<file path="src/rtl/msi_evq_pkg.sv">
// Shared definitions for the event queue controller: control bit
// positions, register select codes and the write sequencer states.
package msi_evq_pkg;
    localparam int CTRL_QEN_BIT = 0;
    localparam int CTRL_EVT_BIT = 1;
    localparam int CTRL_IEN_BIT = 11;

    typedef enum logic [1:0] {
        QREG_CTRL = 2'd0,
        QREG_HEAD = 2'd1,
        QREG_TAIL = 2'd2,
        QREG_PAGE = 2'd3
    } qreg_sel_e;

    typedef enum logic [1:0] {
        GREG_MASK = 2'd0,
        GREG_OVF  = 2'd1
    } greg_sel_e;

    typedef enum logic {
        WR_IDLE = 1'b0,
        WR_BUSY = 1'b1
    } wr_state_e;
endpackage

</file>
<file path="src/rtl/msi_evq_decode.sv">
// Maps a message byte offset to a queue index.
// Assumes: offsets are relative to the interrupt window base; the layout
// mode is fixed at build time.
module msi_evq_decode #(
    parameter int NUM_Q      = 6,
    parameter int QW         = 3,
    parameter int MSI_AW     = 16,
    parameter int PAGE_LSB   = 12,
    parameter bit PER_REGION = 1'b0
) (
    input  logic [MSI_AW-1:0] msi_addr,
    output logic              hit,
    output logic [QW-1:0]     q_idx
);
    logic [MSI_AW-1:0] group;
    logic              unused_addr_bits;

    assign unused_addr_bits = ^msi_addr;

    generate
        if (PER_REGION) begin : g_region
            // one 4 KB page per queue: group is the page number
            always_comb group = MSI_AW'(msi_addr >> PAGE_LSB);
        end else begin : g_shared
            // one shared page: group is the word index
            always_comb group = MSI_AW'(msi_addr >> 2);
        end
    endgenerate

    // accept only word-aligned offsets naming an existing queue
    always_comb begin
        hit   = (msi_addr[1:0] == 2'b00) && (group < MSI_AW'(NUM_Q));
        q_idx = group[QW-1:0];
    end
endmodule

</file>
<file path="src/rtl/msi_evq_queue.sv">
// State of one event queue: control bits, software head, hardware tail,
// page base and sticky overflow flag; derives full and the interrupt.
// Assumes: push and ovf_set are never raised in the same cycle.
module msi_evq_queue
    import msi_evq_pkg::*;
#(
    parameter int PTR_W    = 6,
    parameter int ADDR_W   = 32,
    parameter int PAGE_LSB = 12
) (
    input  logic              clk,
    input  logic              rst_n,
    input  logic              ctrl_we,
    input  logic [2:0]        ctrl_bits,
    input  logic              head_we,
    input  logic [PTR_W-1:0]  head_in,
    input  logic              page_we,
    input  logic [ADDR_W-PAGE_LSB-1:0] page_in,
    input  logic              mask_ok,
    input  logic              push,
    input  logic              ovf_set,
    input  logic              ovf_clr,
    output logic              q_en,
    output logic              evt_en,
    output logic              int_en,
    output logic [PTR_W-1:0]  head,
    output logic [PTR_W-1:0]  tail,
    output logic [ADDR_W-1:0] page,
    output logic              ovf,
    output logic              full,
    output logic              irq
);
    logic [ADDR_W-PAGE_LSB-1:0] page_hi;
    logic [PTR_W-1:0]           tail_nx;

    // control enables, written whole by software
    always_ff @(posedge clk) begin
        if (!rst_n) begin
            q_en   <= 1'b0;
            evt_en <= 1'b0;
            int_en <= 1'b0;
        end else if (ctrl_we) begin
            q_en   <= ctrl_bits[0];
            evt_en <= ctrl_bits[1];
            int_en <= ctrl_bits[2];
        end
    end

    // head pointer: software owned
    always_ff @(posedge clk) begin
        if (!rst_n)       head <= '0;
        else if (head_we) head <= head_in;
    end

    // tail pointer: moves only on an acknowledged entry write
    always_ff @(posedge clk) begin
        if (!rst_n)    tail <= '0;
        else if (push) tail <= tail_nx;
    end

    // page base, 4 KB aligned
    always_ff @(posedge clk) begin
        if (!rst_n)       page_hi <= '0;
        else if (page_we) page_hi <= page_in;
    end

    // sticky overflow, set wins over clear
    always_ff @(posedge clk) begin
        if (!rst_n)       ovf <= 1'b0;
        else if (ovf_set) ovf <= 1'b1;
        else if (ovf_clr) ovf <= 1'b0;
    end

    // derived status and interrupt level
    always_comb begin
        tail_nx = tail + 1'b1;
        full    = (tail_nx == head);
        page    = {page_hi, {PAGE_LSB{1'b0}}};
        irq     = q_en && evt_en && int_en && mask_ok && (head != tail);
    end
endmodule

</file>
<file path="src/rtl/msi_evq_writer.sv">
// Accepts one message at a time, checks its queue, and issues the entry
// write to memory; pulses push on acknowledge or ovf_set on a full drop.
// Assumes: the memory side holds mem_ack high for one cycle per write.
module msi_evq_writer
    import msi_evq_pkg::*;
#(
    parameter int NUM_Q      = 6,
    parameter int QW         = 3,
    parameter int PTR_W      = 6,
    parameter int ADDR_W     = 32,
    parameter int DATA_W     = 32,
    parameter int MSI_AW     = 16,
    parameter int PAGE_LSB   = 12,
    parameter bit PER_REGION = 1'b0
) (
    input  logic                    clk,
    input  logic                    rst_n,
    input  logic                    msi_valid,
    input  logic [MSI_AW-1:0]       msi_addr,
    input  logic [DATA_W-1:0]       msi_data,
    output logic                    msi_ready,
    input  logic [NUM_Q-1:0]        q_en_vec,
    input  logic [NUM_Q-1:0]        full_vec,
    input  logic [NUM_Q*PTR_W-1:0]  tail_flat,
    input  logic [NUM_Q*ADDR_W-1:0] page_flat,
    output logic                    mem_req,
    output logic [ADDR_W-1:0]       mem_addr,
    output logic [DATA_W-1:0]       mem_wdata,
    input  logic                    mem_ack,
    output logic [NUM_Q-1:0]        push_vec,
    output logic [NUM_Q-1:0]        ovf_set_vec
);
    localparam int Q_BYTES = (1 << PTR_W) * 4;

    wr_state_e         state;
    logic              hit;
    logic [QW-1:0]     sel_q;
    logic [QW-1:0]     cur_q;
    logic [PTR_W-1:0]  sel_tail;
    logic [ADDR_W-1:0] sel_base;
    logic [ADDR_W-1:0] entry_addr;
    logic              accept;
    logic              take;
    logic              drop_full;
    logic              unused_page_bits;

    assign unused_page_bits = ^page_flat;

    msi_evq_decode #(
        .NUM_Q(NUM_Q), .QW(QW), .MSI_AW(MSI_AW),
        .PAGE_LSB(PAGE_LSB), .PER_REGION(PER_REGION)
    ) u_decode (
        .msi_addr(msi_addr),
        .hit     (hit),
        .q_idx   (sel_q)
    );

    generate
        if (PER_REGION) begin : g_base_region
            // each queue starts at its own page
            always_comb sel_base = page_flat[sel_q*ADDR_W +: ADDR_W];
        end else begin : g_base_shared
            // queues packed behind page 0
            always_comb sel_base = page_flat[ADDR_W-1:0]
                                 + ADDR_W'(sel_q) * ADDR_W'(Q_BYTES);
        end
    endgenerate

    // entry address and accept/drop decision for the offered message
    always_comb begin
        sel_tail   = tail_flat[sel_q*PTR_W +: PTR_W];
        entry_addr = sel_base + ADDR_W'({sel_tail, 2'b00});
        accept     = (state == WR_IDLE) && msi_valid;
        take       = accept && hit && q_en_vec[sel_q] && !full_vec[sel_q];
        drop_full  = accept && hit && q_en_vec[sel_q] && full_vec[sel_q];
    end

    // one-hot strobes towards the queue state
    always_comb begin
        push_vec    = '0;
        ovf_set_vec = '0;
        if (state == WR_BUSY && mem_ack) push_vec[cur_q] = 1'b1;
        if (drop_full)                   ovf_set_vec[sel_q] = 1'b1;
    end

    // sequencer: idle until a message is taken, busy until acknowledged
    always_ff @(posedge clk) begin
        if (!rst_n) begin
            state <= WR_IDLE;
        end else if (state == WR_IDLE) begin
            if (take) state <= WR_BUSY;
        end else if (mem_ack) begin
            state <= WR_IDLE;
        end
    end

    // hold the request fields for the whole write
    always_ff @(posedge clk) begin
        if (!rst_n) begin
            cur_q     <= '0;
            mem_addr  <= '0;
            mem_wdata <= '0;
        end else if (take) begin
            cur_q     <= sel_q;
            mem_addr  <= entry_addr;
            mem_wdata <= msi_data;
        end
    end

    assign mem_req   = (state == WR_BUSY);
    assign msi_ready = (state == WR_IDLE);
endmodule

</file>
<file path="src/rtl/msi_evq_ctrl.sv">
// Top of the event queue controller: per-queue state, register access,
// optional interrupt mask and the memory write sequencer.
// Assumes: NUM_Q <= 15 (register block 15 is global); ADDR_W <= 32.
module msi_evq_ctrl
    import msi_evq_pkg::*;
#(
    parameter int NUM_Q      = 6,
    parameter int PTR_W      = 6,
    parameter int ADDR_W     = 32,
    parameter int DATA_W     = 32,
    parameter int MSI_AW     = 16,
    parameter bit PER_REGION = 1'b0,
    parameter bit HAS_MASK   = 1'b1
) (
    input  logic              clk,
    input  logic              rst_n,
    input  logic              msi_valid,
    input  logic [MSI_AW-1:0] msi_addr,
    input  logic [DATA_W-1:0] msi_data,
    output logic              msi_ready,
    output logic              mem_req,
    output logic [ADDR_W-1:0] mem_addr,
    output logic [DATA_W-1:0] mem_wdata,
    input  logic              mem_ack,
    input  logic              reg_wr,
    input  logic [7:0]        reg_addr,
    input  logic [31:0]       reg_wdata,
    output logic [31:0]       reg_rdata,
    output logic [NUM_Q-1:0]  irq_out
);
    localparam int       QW       = (NUM_Q > 1) ? $clog2(NUM_Q) : 1;
    localparam int       REG_W    = 32;
    localparam int       PAGE_LSB = 12;
    localparam bit [3:0] GLB_BLK  = 4'hF;

    logic [3:0]              blk;
    logic [1:0]              word;
    logic                    glb_wr;
    logic [NUM_Q-1:0]        q_en_vec, evt_vec, ien_vec;
    logic [NUM_Q-1:0]        full_vec, ovf_vec, mask_ok;
    logic [NUM_Q-1:0]        push_vec, ovf_set_vec;
    logic [PTR_W-1:0]        head_arr [NUM_Q];
    logic [PTR_W-1:0]        tail_arr [NUM_Q];
    logic [ADDR_W-1:0]       page_arr [NUM_Q];
    logic [NUM_Q*PTR_W-1:0]  head_flat, tail_flat;
    logic [NUM_Q*ADDR_W-1:0] page_flat;
    logic [NUM_Q-1:0]        mask_rd;
    logic                    unused_wdata_bits;

    assign unused_wdata_bits = ^reg_wdata;
    assign blk    = reg_addr[7:4];
    assign word   = reg_addr[3:2];
    assign glb_wr = reg_wr && (blk == GLB_BLK);

    generate
        if (HAS_MASK) begin : g_mask
            logic [NUM_Q-1:0] mask_q;
            // per-queue interrupt mask, set by software
            always_ff @(posedge clk) begin
                if (!rst_n) mask_q <= '0;
                else if (glb_wr && word == GREG_MASK) mask_q <= reg_wdata[NUM_Q-1:0];
            end
            assign mask_ok = mask_q;
            assign mask_rd = mask_q;
        end else begin : g_nomask
            assign mask_ok = '1;
            assign mask_rd = '0;
        end

        for (genvar gi = 0; gi < NUM_Q; gi++) begin : g_q
            logic sel;
            assign sel = reg_wr && (blk == 4'(gi));

            msi_evq_queue #(
                .PTR_W(PTR_W), .ADDR_W(ADDR_W), .PAGE_LSB(PAGE_LSB)
            ) u_queue (
                .clk      (clk),
                .rst_n    (rst_n),
                .ctrl_we  (sel && word == QREG_CTRL),
                .ctrl_bits({reg_wdata[CTRL_IEN_BIT], reg_wdata[CTRL_EVT_BIT],
                            reg_wdata[CTRL_QEN_BIT]}),
                .head_we  (sel && word == QREG_HEAD),
                .head_in  (reg_wdata[PTR_W-1:0]),
                .page_we  (sel && word == QREG_PAGE),
                .page_in  (reg_wdata[ADDR_W-1:PAGE_LSB]),
                .mask_ok  (mask_ok[gi]),
                .push     (push_vec[gi]),
                .ovf_set  (ovf_set_vec[gi]),
                .ovf_clr  (glb_wr && word == GREG_OVF && reg_wdata[gi]),
                .q_en     (q_en_vec[gi]),
                .evt_en   (evt_vec[gi]),
                .int_en   (ien_vec[gi]),
                .head     (head_arr[gi]),
                .tail     (tail_arr[gi]),
                .page     (page_arr[gi]),
                .ovf      (ovf_vec[gi]),
                .full     (full_vec[gi]),
                .irq      (irq_out[gi])
            );

            assign head_flat[gi*PTR_W +: PTR_W]   = head_arr[gi];
            assign tail_flat[gi*PTR_W +: PTR_W]   = tail_arr[gi];
            assign page_flat[gi*ADDR_W +: ADDR_W] = page_arr[gi];
        end
    endgenerate

    msi_evq_writer #(
        .NUM_Q(NUM_Q), .QW(QW), .PTR_W(PTR_W), .ADDR_W(ADDR_W),
        .DATA_W(DATA_W), .MSI_AW(MSI_AW), .PAGE_LSB(PAGE_LSB),
        .PER_REGION(PER_REGION)
    ) u_writer (
        .clk        (clk),
        .rst_n      (rst_n),
        .msi_valid  (msi_valid),
        .msi_addr   (msi_addr),
        .msi_data   (msi_data),
        .msi_ready  (msi_ready),
        .q_en_vec   (q_en_vec),
        .full_vec   (full_vec),
        .tail_flat  (tail_flat),
        .page_flat  (page_flat),
        .mem_req    (mem_req),
        .mem_addr   (mem_addr),
        .mem_wdata  (mem_wdata),
        .mem_ack    (mem_ack),
        .push_vec   (push_vec),
        .ovf_set_vec(ovf_set_vec)
    );

    // register read mux, unmapped locations return zero
    always_comb begin
        reg_rdata = '0;
        if (blk == GLB_BLK) begin
            case (word)
                GREG_MASK: reg_rdata[NUM_Q-1:0] = mask_rd;
                GREG_OVF:  reg_rdata[NUM_Q-1:0] = ovf_vec;
                default:   reg_rdata = '0;
            endcase
        end else if (blk < 4'(NUM_Q)) begin
            case (word)
                QREG_CTRL: begin
                    reg_rdata[CTRL_QEN_BIT] = q_en_vec[blk[QW-1:0]];
                    reg_rdata[CTRL_EVT_BIT] = evt_vec[blk[QW-1:0]];
                    reg_rdata[CTRL_IEN_BIT] = ien_vec[blk[QW-1:0]];
                end
                QREG_HEAD: reg_rdata = REG_W'(head_arr[blk[QW-1:0]]);
                QREG_TAIL: reg_rdata = REG_W'(tail_arr[blk[QW-1:0]]);
                default:   reg_rdata = REG_W'(page_arr[blk[QW-1:0]]);
            endcase
        end
    end
endmodule

</file>
<file path="config.mk">
export PLATFORM = sky130hd
export DESIGN_NAME = msi_evq_ctrl
export DESIGN_NICKNAME = d
export VERILOG_FILES = /design/src/rtl/msi_evq_pkg.sv /design/src/rtl/msi_evq_decode.sv /design/src/rtl/msi_evq_queue.sv /design/src/rtl/msi_evq_writer.sv /design/src/rtl/msi_evq_ctrl.sv
export SDC_FILE = /design/constraint.sdc
export NUM_CORES = 1
export LEC_CHECK = 0
export BUFFER_PORTS_ARGS = -buffer_cell sky130_fd_sc_hd__buf_2
export CAP_MARGIN = 30
export CORE_ASPECT_RATIO = 1.2
export CORE_UTILIZATION = 37
export DETAILED_ROUTE_END_ITERATION = 6
export HOLD_SLACK_MARGIN = 0.03
export PLACE_DENSITY = 0.51
export SETUP_SLACK_MARGIN = 0.2
export SLEW_MARGIN = 20
export SYNTH_ARGS = -nofsm -noshare
export SYNTH_HDL_FRONTEND = slang
export SYNTH_SLANG_ARGS = --single-unit
</file>
<file path="constraint.sdc">
create_clock -name clk -period 3.5 [get_ports clk]
set_input_delay 0.35 -clock clk [delete_from_list [all_inputs] [get_ports clk]]
set_output_delay 0.35 -clock clk [all_outputs]
set_load 0.02 [all_outputs]
</file>
==> summary.txt, run 1 <==
CTS
  • Maximum buffer depth of the clock tree: 3
  • CTS tree: built
  • CTS sink cnt: 284
  • Worst-skew pair later-pin latency: 520 ps
  • Maximum level of the CTS H-tree: 2
  • Inserted Clock Buffers: 34
  • Clock transition at path regs: 60 ps
  • CTS Hold Buffers Added: 0
  • Setup bufs post-CTS: 0
  • CTS root buf: clkbuf_16
  • Post-CTS sizing: 0

Synth
  • Ys async rst share: 0%
  • Ys flop type: dfxtp_1
  • Synth warnings: 0
  • Synthesized area per cell: 8.716 µm²
  • Yosys top cell area share: 38.39%
  • Cell variety after synth: 65
  • Number of synthesized flops with an enable pin: 0
  • Ranking of synthesized cells by area: dfxtp_1 (38%), nand2_1 (11%), mux2i_1 (10%)
  • Seq/Total Area, Yosys: 38.39%
  • Largest area contributor in the netlist: dfxtp_1
  • Cells after Synth: 1699
  • Synth Cell Area: 14810 µm²
  • Count of state elements after synthesis: 284

GRT
  • Global Route Usage Sum: 21.87%
  • Met2 usage: 36.68%
  • GR Util met1: 28.58%
  • GRT met3 Usage: 3.769%
  • Global-route wire length before repair: 69060 µm
  • Number of global-route vias before repair: 11510
  • Gr busiest metal: met2
  • Largest net degree at the start of global routing: 119
  • Initial antenna violation count: 6
  • Grt ovf: 0

Placement
  • Inst Count DP: 2303
  • Port bufs: 181
  • Pre-CTS WS: 607.3 ps
  • Final RePlAce weighted congestion: 0.8779
  • DP HPWL: 30700 µm

Critical path
  • Crit Path Max Fanout: 22
  • Worst-case reg-to-reg path depth: 9
  • Arr. time, crit path: 3340 ps
  • CP endpoint kind: flop
  • Reg2reg end: u_writer.mem_wdata[20]$_SDFFE_PN0P_
  • Critical path type: reg -> reg
  • FF-to-FF Start: g_q[5].u_queue.tail[1]$_SDFFE_PN0P_
  • Worst reg-to-reg setup slack: 600 ps
  • Critical Path Start Type: flop
  • Worst path required time: 3950 ps

Floorplan
  • Core outline area: 39140 µm²
  • Initial Util: 37.83%
  • IO Pins: 197
  • Die area: 40830 µm²
  • Die H: 221.2 µm
  • Die Span X: 184.6 µm
  • Cell Rows: 79

STA
  • RSZ-0062 raised after global routing: false
  • Max Fclk: 345.3 MHz
  • Final Slew Violations: 0
  • Endpoints failing setup: 0
  • Fin Clk Skew: 15.59 ps
  • Final period util: 82.75%
  • Worst slew pin tran: 860.9 ps
  • Final worst slack: 603.7 ps
  • Slew HR: 42.40%
  • Final worst path period need: 2896 ps
  • Hold Fails Final Rpt: 0
  • Setup TNS: 0 ps

Power and ir drop
  • Pwr dens: 417.9 nW/µm²
  • P_sw: 0.001634 W
  • Sequential Power Share: 45.8%
  • Combinational Power Share: 5.4%
  • Clock Power Share: 48.8%
  • Leak Pwr: 6.401 nW
  • Worst-case vdd ir drop: 0.3754 mV
  • Sw frac: 23.07%
  • Total power: 0.007086 W
  • Int Pwr: 0.005451 W

Layout
  • Final Core Density: 43.32%
  • Non-filler cells, final: 2362
  • Fin nets: 1912
  • Layout filler cell count: 4061
  • Commonest cells after routing, fill and taps aside: nand2_1 (439), dfxtp_1 (284), buf_2 (179)
  • Synth-to-Final Area Change: 14.51%
  • Share of cells above drive strength 1: 17.47%
  • Leading cell type in the layout, fill and taps excluded: nand2_1

Worst hold path
  • Hold path cells: 3
  • Hold path start: msi_data[17]
  • Hold Path End: u_writer.mem_wdata[17]$_SDFFE_PN0P_
  • HP Class: in -> reg

Drt
  • Drt drc: 0
  • Vias post-DR: 12110
  • Post-route ant nets: 0
  • Final Routed Wirelength: 44690 µm
  • Routed length per instance: 18.92 µm
  • Vias per cell: 5.126
  • DRT iter0 DRCs: 749
  • 1st-pass router iterations: 6

Run
  • Number of max-cap violations: 0

Status
  • Status: finished, final reports clean
## worst max path at each step
| stage | startpoint | endpoint | slack [ps] | depth (start not counted) |
|---|---|---|---|---|
| 5_1_grt | g_q[5].u_queue.tail[0]$_SDFFE_PN0P_ | u_writer.mem_wdata[25]$_SDFFE_PN0P_ | 360 | 9 |
| 6_report | g_q[5].u_queue.tail[1]$_SDFFE_PN0P_ | u_writer.mem_wdata[20]$_SDFFE_PN0P_ | 600 | 9 |
| 3_5_place_dp | g_q[5].u_queue.tail[0]$_SDFFE_PN0P_ | u_writer.mem_wdata[20]$_SDFFE_PN0P_ | 610 | 9 |
| 3_3_place_gp | g_q[5].u_queue.tail[0]$_SDFFE_PN0P_ | u_writer.mem_addr[2]$_SDFFE_PN0P_ | 690 | 9 |
| 4_1_cts | g_q[5].u_queue.tail[0]$_SDFFE_PN0P_ | u_writer.mem_wdata[20]$_SDFFE_PN0P_ | 580 | 9 |
| 2_1_floorplan | reg_addr[4] | reg_rdata[11] | 900 | 9 |
## cell families after synthesis
| kind of cell | count (synthesis) | synth area share [%] |
|---|---|---|
| AO/OA/AOI/OAI | 246 | 11.84 |
| XOR/XNOR | 87 | 5.247 |
| adder cells (fa/ha/maj) | 6 | 0.5070 |
| buffers and inverters | 156 | 6.312 |
| flip-flops | 284 | 38.39 |
| multiplexers | 185 | 15.50 |
| other | 1 | 0.02532 |
| AND/OR/NAND/NOR | 734 | 22.17 |
## Yosys cell counts, types with 4 or more instances
| cell type | count |
|---|---|
| dfxtp_1 | 284 |
| a22oi_1 | 13 |
| nand2b_1 | 6 |
| buf_4 | 21 |
| nand4_1 | 18 |
| nor4_1 | 15 |
| a31oi_1 | 9 |
| buf_1 | 7 |
| o21ai_0 | 15 |
| inv_1 | 4 |
| mux2i_1 | 148 |
| buf_2 | 17 |
| clkbuf_1 | 82 |
| or2_2 | 5 |
| xor2_1 | 40 |
| ha_1 | 6 |
| a21boi_0 | 144 |
| nand2_1 | 439 |
| or3_1 | 6 |
| a32o_1 | 6 |
| nor3_1 | 11 |
| nor2b_1 | 48 |
| a21oi_1 | 31 |
| dlygate4sd3_1 | 7 |
| nand3_1 | 51 |
| clkbuf_8 | 9 |
| xnor2_1 | 45 |
| mux4_2 | 34 |
| and3_1 | 6 |
| o22ai_1 | 6 |
| buf_12 | 7 |
| and2_1 | 36 |
| nor2_1 | 73 |
## metal layers
metal	routed length [µm]	vias to the layer above	share of wire, %
met2	21810	274	49
met1	19560	5768	44
met5	34	-	0.076
met3	2285	66	5.1
li1	-	5993	-
met4	998	6	2.2
## layout make-up
cell class	count	area (µm²)	share of cell area [%]
multi-input combinational	1266	8229	48.53
sequential	284	5685	33.53
timing repair buffer	222	1287	7.593
clock buffer	47	970.9	5.726
tap	526	658.1	3.881
clock inverter	8	96.34	0.5682
inverter	5	18.77	0.1107
antenna	4	10.01	0.05903
## power groups by stage
stage               logic (W)  registers [W]  clock network (W)
global placement     0.000381        0.00332                  0
finish               0.000383        0.00325            0.00345
global route         0.000413        0.00325            0.00371
CTS                  0.000385        0.00325            0.00356
floorplan            0.000251        0.00332                  0
detailed placement   0.000385        0.00332                  0
## critical path: stages, from the launching register on
cell	delay [ps]
dfxtp_1	540
ha_1	330
nor2_1	80
or3_1	330
a31oi_1	210
o41ai_1	110
o211a_1	300
a21oi_4	430
buf_12	260
mux2i_1	210
## flip-flops by register name, indices dropped and copies added, names as in the netlist
signal	count
g_q.u_queue.evt_en	6
g_q.u_queue.ovf	6
u_writer.mem_addr	29
g_q.u_queue.page_hi	120
u_writer.mem_req	1
g_q.u_queue.int_en	6
u_writer.mem_wdata	32
g_mask.mask_q	6
g_q.u_queue.head	36
g_q.u_queue.tail	36
g_q.u_queue.q_en	6
## per-stage QoR
| stage | hold slack [ps] | area [µm²] |
|---|---|---|
| after floorplan | 440.2 | 14830 |
| after global placement | 439.4 | 15880 |
| after detailed placement | 445.7 | 15880 |
| after CTS | 48.52 | 16950 |
| after global routing | 59.00 | 16950 |
| final | 72.21 | 16960 |
No activity file was read; power rests on OpenSTA's default activity.
==> inputs of run 2 (changes only) <==
PLACE_DENSITY = 0.53   (was 0.51)
clock period = 2.65 ns   (was 3.5 ns; I/O delays follow)
==> run 2 against run 1 <==
Die area stayed put. Combinational power is 54% higher. Highest routed layer unchanged. Critical endpoint is now reg_rdata[1]. Power is 30% higher. Clock skew is 3.9 ps lower. Via count is 3.3% higher. Sequential power is 32% higher. Global-route usage is 0.13 points lower.
==> summary.txt, run 2 (synthesis results as in run 1) <==
Status
  • Status: finished, final reports clean

Critical path
  • Worst path required time: 2380 ps
  • Critical path type: reg -> out
  • Arr. time, crit path: 2310 ps
  • Worst-case reg-to-reg path depth: 10
  • CP endpoint kind: primary output
  • Critical Path Start Type: flop
  • Crit Path Max Fanout: 3

Drt
  • DRT iter0 DRCs: 753
  • Routed length per instance: 18.63 µm
  • 1st-pass router iterations: 5
  • Final Routed Wirelength: 45800 µm
  • Post-route ant nets: 0
  • Vias per cell: 5.087
  • Drt drc: 0
  • Vias post-DR: 12500

Layout
  • Multi-input gate area: 8348 µm²
  • Share of cells above drive strength 1: 20.01%
  • Final Core Density: 46.16%
  • Flip-flop and latch area: 5700 µm²
  • Fin nets: 2004
  • Final instance area: 18070 µm²
  • Top reg by flops: g_q.u_queue.page_hi
  • Commonest cells after routing, fill and taps aside: nand2_1 (439), dfxtp_1 (274), buf_2 (178)
  • Synth-to-Final Area Change: 22.02%
  • Layout filler cell count: 3862
  • Max FFs per register: 120
  • Largest registers: g_q.u_queue.page_hi x120, g_q.u_queue.head x36, g_q.u_queue.tail x36
  • Non-filler cells, final: 2458
  • Leading cell type in the layout, fill and taps excluded: nand2_1

Floorplan
  • Initial Util: 37.83%
  • Core outline area: 39140 µm²
  • Die area: 40830 µm²
  • Die H: 221.2 µm
  • Cell Rows: 79
  • IO Pins: 197
  • Die Span X: 184.6 µm

Power and ir drop
  • Total power: 0.009192 W
  • Leak Pwr: 6.887 nW
  • Worst-case vdd ir drop: 0.4108 mV
  • Pwr dens: 508.7 nW/µm²

Worst hold path
  • HP Class: in -> reg
  • Hold path cells: 3

GRT
  • Grt ovf: 0
  • Global Route Usage Sum: 21.74%
  • Global-route wire length before repair: 69290 µm
  • Initial antenna violation count: 6
  • Number of global-route vias before repair: 12010
  • Largest net degree at the start of global routing: 98

STA
  • Final Slew Violations: 0
  • Max Fclk: 387.6 MHz
  • Slew HR: 59.97%
  • Fin Clk Skew: 11.71 ps
  • Setup TNS: 0 ps
  • Worst slew pin tran: 595.8 ps
  • RSZ-0062 raised after global routing: true
  • Final period util: 97.35%
  • Endpoints failing setup: 0
  • Hold Fails Final Rpt: 0
  • Final worst path period need: 2580 ps

CTS
  • Inserted Clock Buffers: 31
  • Maximum buffer depth of the clock tree: 3
  • Worst-skew pair later-pin latency: 580 ps
  • CTS sink cnt: 284
  • CTS root buf: clkbuf_16
  • Clock transition at path regs: 60 ps
  • Maximum level of the CTS H-tree: 1
  • CTS tree: built

Placement
  • Port bufs: 181
  • Post-DP Area: 16170 µm²
  • Inst Count DP: 2335
  • Final RePlAce weighted congestion: 0.8987
  • DP HPWL: 31550 µm

Run
  • Number of max-cap violations: 0
run 2: cell count changes in the layout (fill, tap and decap cells not counted), moves of 4 or more:
cell | previous run | this run
buf_12 | 5 | 9
buf_4 | 37 | 64
buf_6 | 0 | 4
clkbuf_8 | 6 | 11
dfxtp_1 | 284 | 274
dfxtp_2 | 0 | 9
dlygate4sd3_1 | 0 | 54
ha_1 | 6 | 1
ha_4 | 0 | 4
run 2: where the power goes:
| group | switching [W] | internal [W] |
|---|---|---|
| Sequential | 0.00000866 | 0.00428 |
| Clock | 0.00179 | 0.00252 |
| Combinational | 0.000343 | 0.000247 |
| Total | 0.00215 | 0.00705 |
run 2: metal layers:
metal  track usage (%)  share of wire (%)  vias to the layer above
li1                  -                  -                     6165
met1             26.87                 43                     6012
met2             38.77                 51                      255
met3             3.571                4.6                       66
met4             5.439                2.0                        6
met5                 0              0.087                        -
run 2: area by class of cell:
cell class	count	area share (%)
multi-input combinational	1266	46.20
sequential	284	31.55
timing repair buffer	317	12.85
clock buffer	49	5.221
tap	526	3.642
clock inverter	8	0.3947
inverter	5	0.1039
antenna	3	0.04155
run 2: worst paths after layout:
check / from / to / slack [ps]
max reg2reg: g_q[5].u_queue.tail[0]$_SDFFE_PN0P_ / u_writer.mem_wdata[13]$_SDFFE_PN0P_ / 260
min reg2reg: u_writer.mem_addr[13]$_SDFFE_PN0P_ / u_writer.mem_addr[13]$_SDFFE_PN0P_ / 450
min: reg_wdata[5] / g_q[0].u_queue.head[5]$_SDFFE_PN0P_ / 70
max: g_q[3].u_queue.evt_en$_SDFFE_PN0P_ / reg_rdata[1] / 70
run 2: critical path, stage by stage, from the launching register on:
cell      delay [ps]
dfxtp_1          330
mux4_2           500
a221oi_1         320
a211oi_1         110
a21oi_1          180
o22ai_2          120
buf_2            190
run 2: timing repair:
item | CTS | global route
setup endpoints to repair | 67 | 74
cloned | 0 | 6
hold endpoints to repair | 155 | 0
gates resized for setup | 12 | 28
pin swaps | 4 | 8
hold buffers | 54 | 0
buffers inserted | 3 | 0
run 2: per-stage QoR:
stage,hold WS (ps),worst slack [ps]
2_1_floorplan,407.1,220.0
3_3_place_gp,440.2,105.8
3_5_place_dp,445.1,91.71
4_1_cts,47.71,73.67
5_1_grt,72.01,2.426
6_report,72.86,70.29
==> inputs of run 3 (changes only) <==
ABC_AREA = 1   (was default)
PLACE_DENSITY = 0.54   (was 0.53)
==> run 3 against run 2 <==
Combinational power up 23%. Setup slack better by 200 ps. Die area down 5.4%. Sequential share of layout area up 1.7 points. Global-route usage up 3.4 points. Synthesized area down 5.5%. Final cell count up 12%. The run now ends with design-rule violations left. Wire length up 8.4%. Synthesized cell count up 21%. Largest cell class unchanged. Largest power group is now registers. Count of clock-buffer cells in the layout down 11. Power up 1.2%. Register-to-register slack better by 100 ps.
==> summary.txt, run 3 <==
Layout
  • ANT cells: 0
  • Commonest cells after routing, fill and taps aside: nor2_1 (302), nand2_1 (285), dfxtp_1 (280)
  • Non-filler cells, final: 2753
  • Largest registers: g_q.u_queue.page_hi x120, g_q.u_queue.head x36, g_q.u_queue.tail x36
  • Synth-to-Final Area Change: 22.35%
  • Final Core Density: 46.18%
  • Leading cell type in the layout, fill and taps excluded: nor2_1
  • Top reg by flops: g_q.u_queue.page_hi
  • Fin nets: 2356
  • Max FFs per register: 120
  • Share of cells above drive strength 1: 14.70%

Critical path
  • Critical path type: reg -> out
  • Arr. time, crit path: 2120 ps
  • Reg2reg end: u_writer.mem_addr[15]$_SDFFE_PN0P_
  • Crit Path Max Fanout: 4
  • CP delay by family, top: compound AO/OA/AOI/OAI gates
  • Critical Path Max Stage Delay: 440 ps
  • Worst reg-to-reg setup slack: 360 ps
  • Worst path slowest cell: a2111oi_2
  • CP endpoint kind: primary output
  • Cell Chain, Critical Path: inv_2 > o21ai_1 > a2111oi_2 > buf_4 > o21ai_0 > nand2_1 > nand2_1 > buf_2
  • Worst-case reg-to-reg path depth: 16
  • Critical path buffer and inverter count: 3
  • Most common cell on crit path: nand2_1
  • Critical Path Start Type: flop
  • Worst path required time: 2380 ps
  • FF-to-FF Start: g_q[2].u_queue.tail[1]$_SDFFE_PN0P_

Status
  • Violated checks: design-rule violations
  • Status: finished, violations left

CTS
  • Worst-skew pair later-pin latency: 580 ps
  • Inserted Clock Buffers: 31
  • CTS sink cnt: 284
  • Maximum level of the CTS H-tree: 1
  • CTS tree: built
  • Clock transition at path regs: 70 ps
  • CTS root buf: clkbuf_16
  • Maximum buffer depth of the clock tree: 3

Floorplan
  • Die area: 38620 µm²
  • Cell Rows: 77
  • Die Span X: 179.6 µm
  • IO Pins: 197
  • Die H: 215.1 µm
  • Initial Util: 37.74%
  • Core outline area: 37090 µm²

Placement
  • Port bufs: 181
  • DP HPWL: 35220 µm
  • Inst Count DP: 2636
  • Final RePlAce weighted congestion: 0.9348

GRT
  • Initial antenna violation count: 0
  • Global-route wire length before repair: 77140 µm
  • Grt ovf: 0
  • Largest net degree at the start of global routing: 170
  • Number of global-route vias before repair: 13820
  • Global Route Usage Sum: 25.14%

Synth
  • Most common cell in the netlist: nor2_1
  • Ys async rst share: 0%
  • Ys flop type: dfxtp_1
  • Synth warnings: 0
  • Count of state elements after synthesis: 284
  • Synth Cell Area: 14000 µm²
  • Number of synthesized flops with an enable pin: 0
  • Ranking of synthesized cells by area: dfxtp_1 (41%), o21ai_0 (9.2%), nor2_1 (8.2%)
  • Cell variety after synth: 45
  • Largest area contributor in the netlist: dfxtp_1
  • Synthesized area per cell: 6.819 µm²
  • Cells after Synth: 2053
  • Synth top cells by count: nor2_1 (304), nand2_1 (285), dfxtp_1 (284), o21ai_0 (256), a21oi_1 (219)
  • Yosys top cell area share: 40.61%
  • Seq/Total Area, Yosys: 40.61%

Power and ir drop
  • P_sw: 0.002328 W
  • Total power: 0.009303 W
  • Pwr dens: 543.1 nW/µm²
  • Sw frac: 25.03%
  • Int Pwr: 0.006975 W
  • Combinational Power Share: 7.8%
  • Leak Pwr: 7.249 nW
  • Sequential Power Share: 46.2%
  • Worst-case vdd ir drop: 0.5408 mV
  • Clock Power Share: 46.0%

Drt
  • Post-route ant nets: 0
  • Vias post-DR: 14540
  • DRT iter0 DRCs: 1150
  • 1st-pass router iterations: 7
  • Drt drc: 8
  • Vias per cell: 5.282
  • Final Routed Wirelength: 49640 µm
  • Routed length per instance: 18.03 µm

STA
  • Fin Clk Skew: 14.06 ps
  • Worst hold slack: 48.61 ps
  • Final worst path period need: 2384 ps
  • Hold Fails Final Rpt: 0
  • Worst slew pin tran: 893.1 ps
  • RSZ-0062 raised after global routing: false
  • Setup TNS: 0 ps
  • Final Slew Violations: 0
  • Endpoints failing setup: 0
  • Final period util: 89.95%
  • Slew HR: 40.46%
  • Max Fclk: 419.5 MHz

Run
  • Number of max-cap violations: 0

Worst hold path
  • HP Class: in -> reg
  • Hold path start: reg_wdata[11]
  • Hold path cells: 3
  • Hold Path End: g_q[1].u_queue.int_en$_SDFFE_PN0P_
==> run 3: changes by cell type after synthesis, sizes merged, moves of 48 or more <==
cell	before	now
nor2	73	308
a21oi	32	219
mux2i	148	0
nand3	51	116
a21boi	144	0
o21ai	15	259
nand2	439	288
inv	4	220
nor2b	48	0
==> run 3: area by class of cell <==
type                       count  area (µm²)
sequential                   284        5690
fill                        3823       19960
clock buffer                  38       842.1
multi-input combinational   1415        6932
inverter                     224       840.8
clock inverter                17       143.9
tap                          474       593.1
timing repair buffer         301        2087
==> run 3: per-stage QoR <==
step                instance area [µm²]  setup slack [ps]
CTS                               17070             141.6
global placement                  15480             136.4
detailed placement                15480             181.5
floorplan                         14030             663.3
finish                            17130             266.4
global route                      17130             192.6
==> run 3: worst register-to-register path: cells and delay by family, from the launching register on <==
family / cells / cell delay (ps)
AND/OR/NAND/NOR: 14 / 1360
flip-flops: 1 / 430
adder cells (fa/ha/maj): 1 / 230
buffers and inverters: 1 / 210
==> run 3: power by group through the flow <==
| stage | registers (W) | clock network [W] | logic, W |
|---|---|---|---|
| after floorplan | 0.00439 | 0 | 0.000363 |
| after global placement | 0.00439 | 0 | 0.000635 |
| after detailed placement | 0.00440 | 0 | 0.000638 |
| after CTS | 0.00430 | 0.00438 | 0.000710 |
| after global routing | 0.00430 | 0.00455 | 0.000782 |
| final | 0.00430 | 0.00428 | 0.000725 |
==> run 3: worst max-delay path by stage <==
stage / cells after the start / endpoint / from / slack, ps
after floorplan: 14 / u_writer.mem_addr[9]$_SDFFE_PN0P_ / g_q[3].u_queue.tail[0]$_SDFFE_PN0P_ / 660
after global placement: 11 / reg_rdata[5] / reg_addr[5] / 140
after detailed placement: 11 / reg_rdata[5] / reg_addr[5] / 180
final: 8 / reg_rdata[5] / g_q[3].u_queue.tail[5]$_SDFFE_PN0P_ / 270
after global routing: 16 / u_writer.mem_wdata[23]$_SDFFE_PN0P_ / g_q[2].u_queue.tail[1]$_SDFFE_PN0P_ / 190
after CTS: 8 / reg_rdata[3] / g_q[3].u_queue.tail[3]$_SDFFE_PN0P_ / 140
==> run 3: kinds of logic (layout without fill, tap and decap cells) <==
family	Yosys count	in the layout	synth area share (%)
xor gates and xnor gates	13	13	0.8133
AOI/OAI and AO/OA	613	613	24.31
DFF	284	284	40.61
buffers and inverters	362	580	10.50
other	1	8	0.02679
and+or+nand+nor	774	775	23.20
adders and majority gates	6	6	0.5362
==> run 3: what timing repair did <==
| action | in CTS | in global routing |
|---|---|---|
| hold buffers | 58 | 0 |
| hold endpoints to repair | 122 | 0 |
| setup endpoints to repair | 6 | 65 |
| buffers inserted | 0 | 3 |
| pin swaps | 1 | 3 |
| cloned | 1 | 0 |
| resized for setup | 8 | 14 |
==> run 3: routing by layer <==
| metal | part of all wire (%) | global-route usage, % |
|---|---|---|
| met1 | 42 | 30.58 |
| met4 | 3.8 | 10.40 |
| met5 | 0 | 0 |
| met3 | 4.4 | 2.796 |
| met2 | 49 | 44.90 |
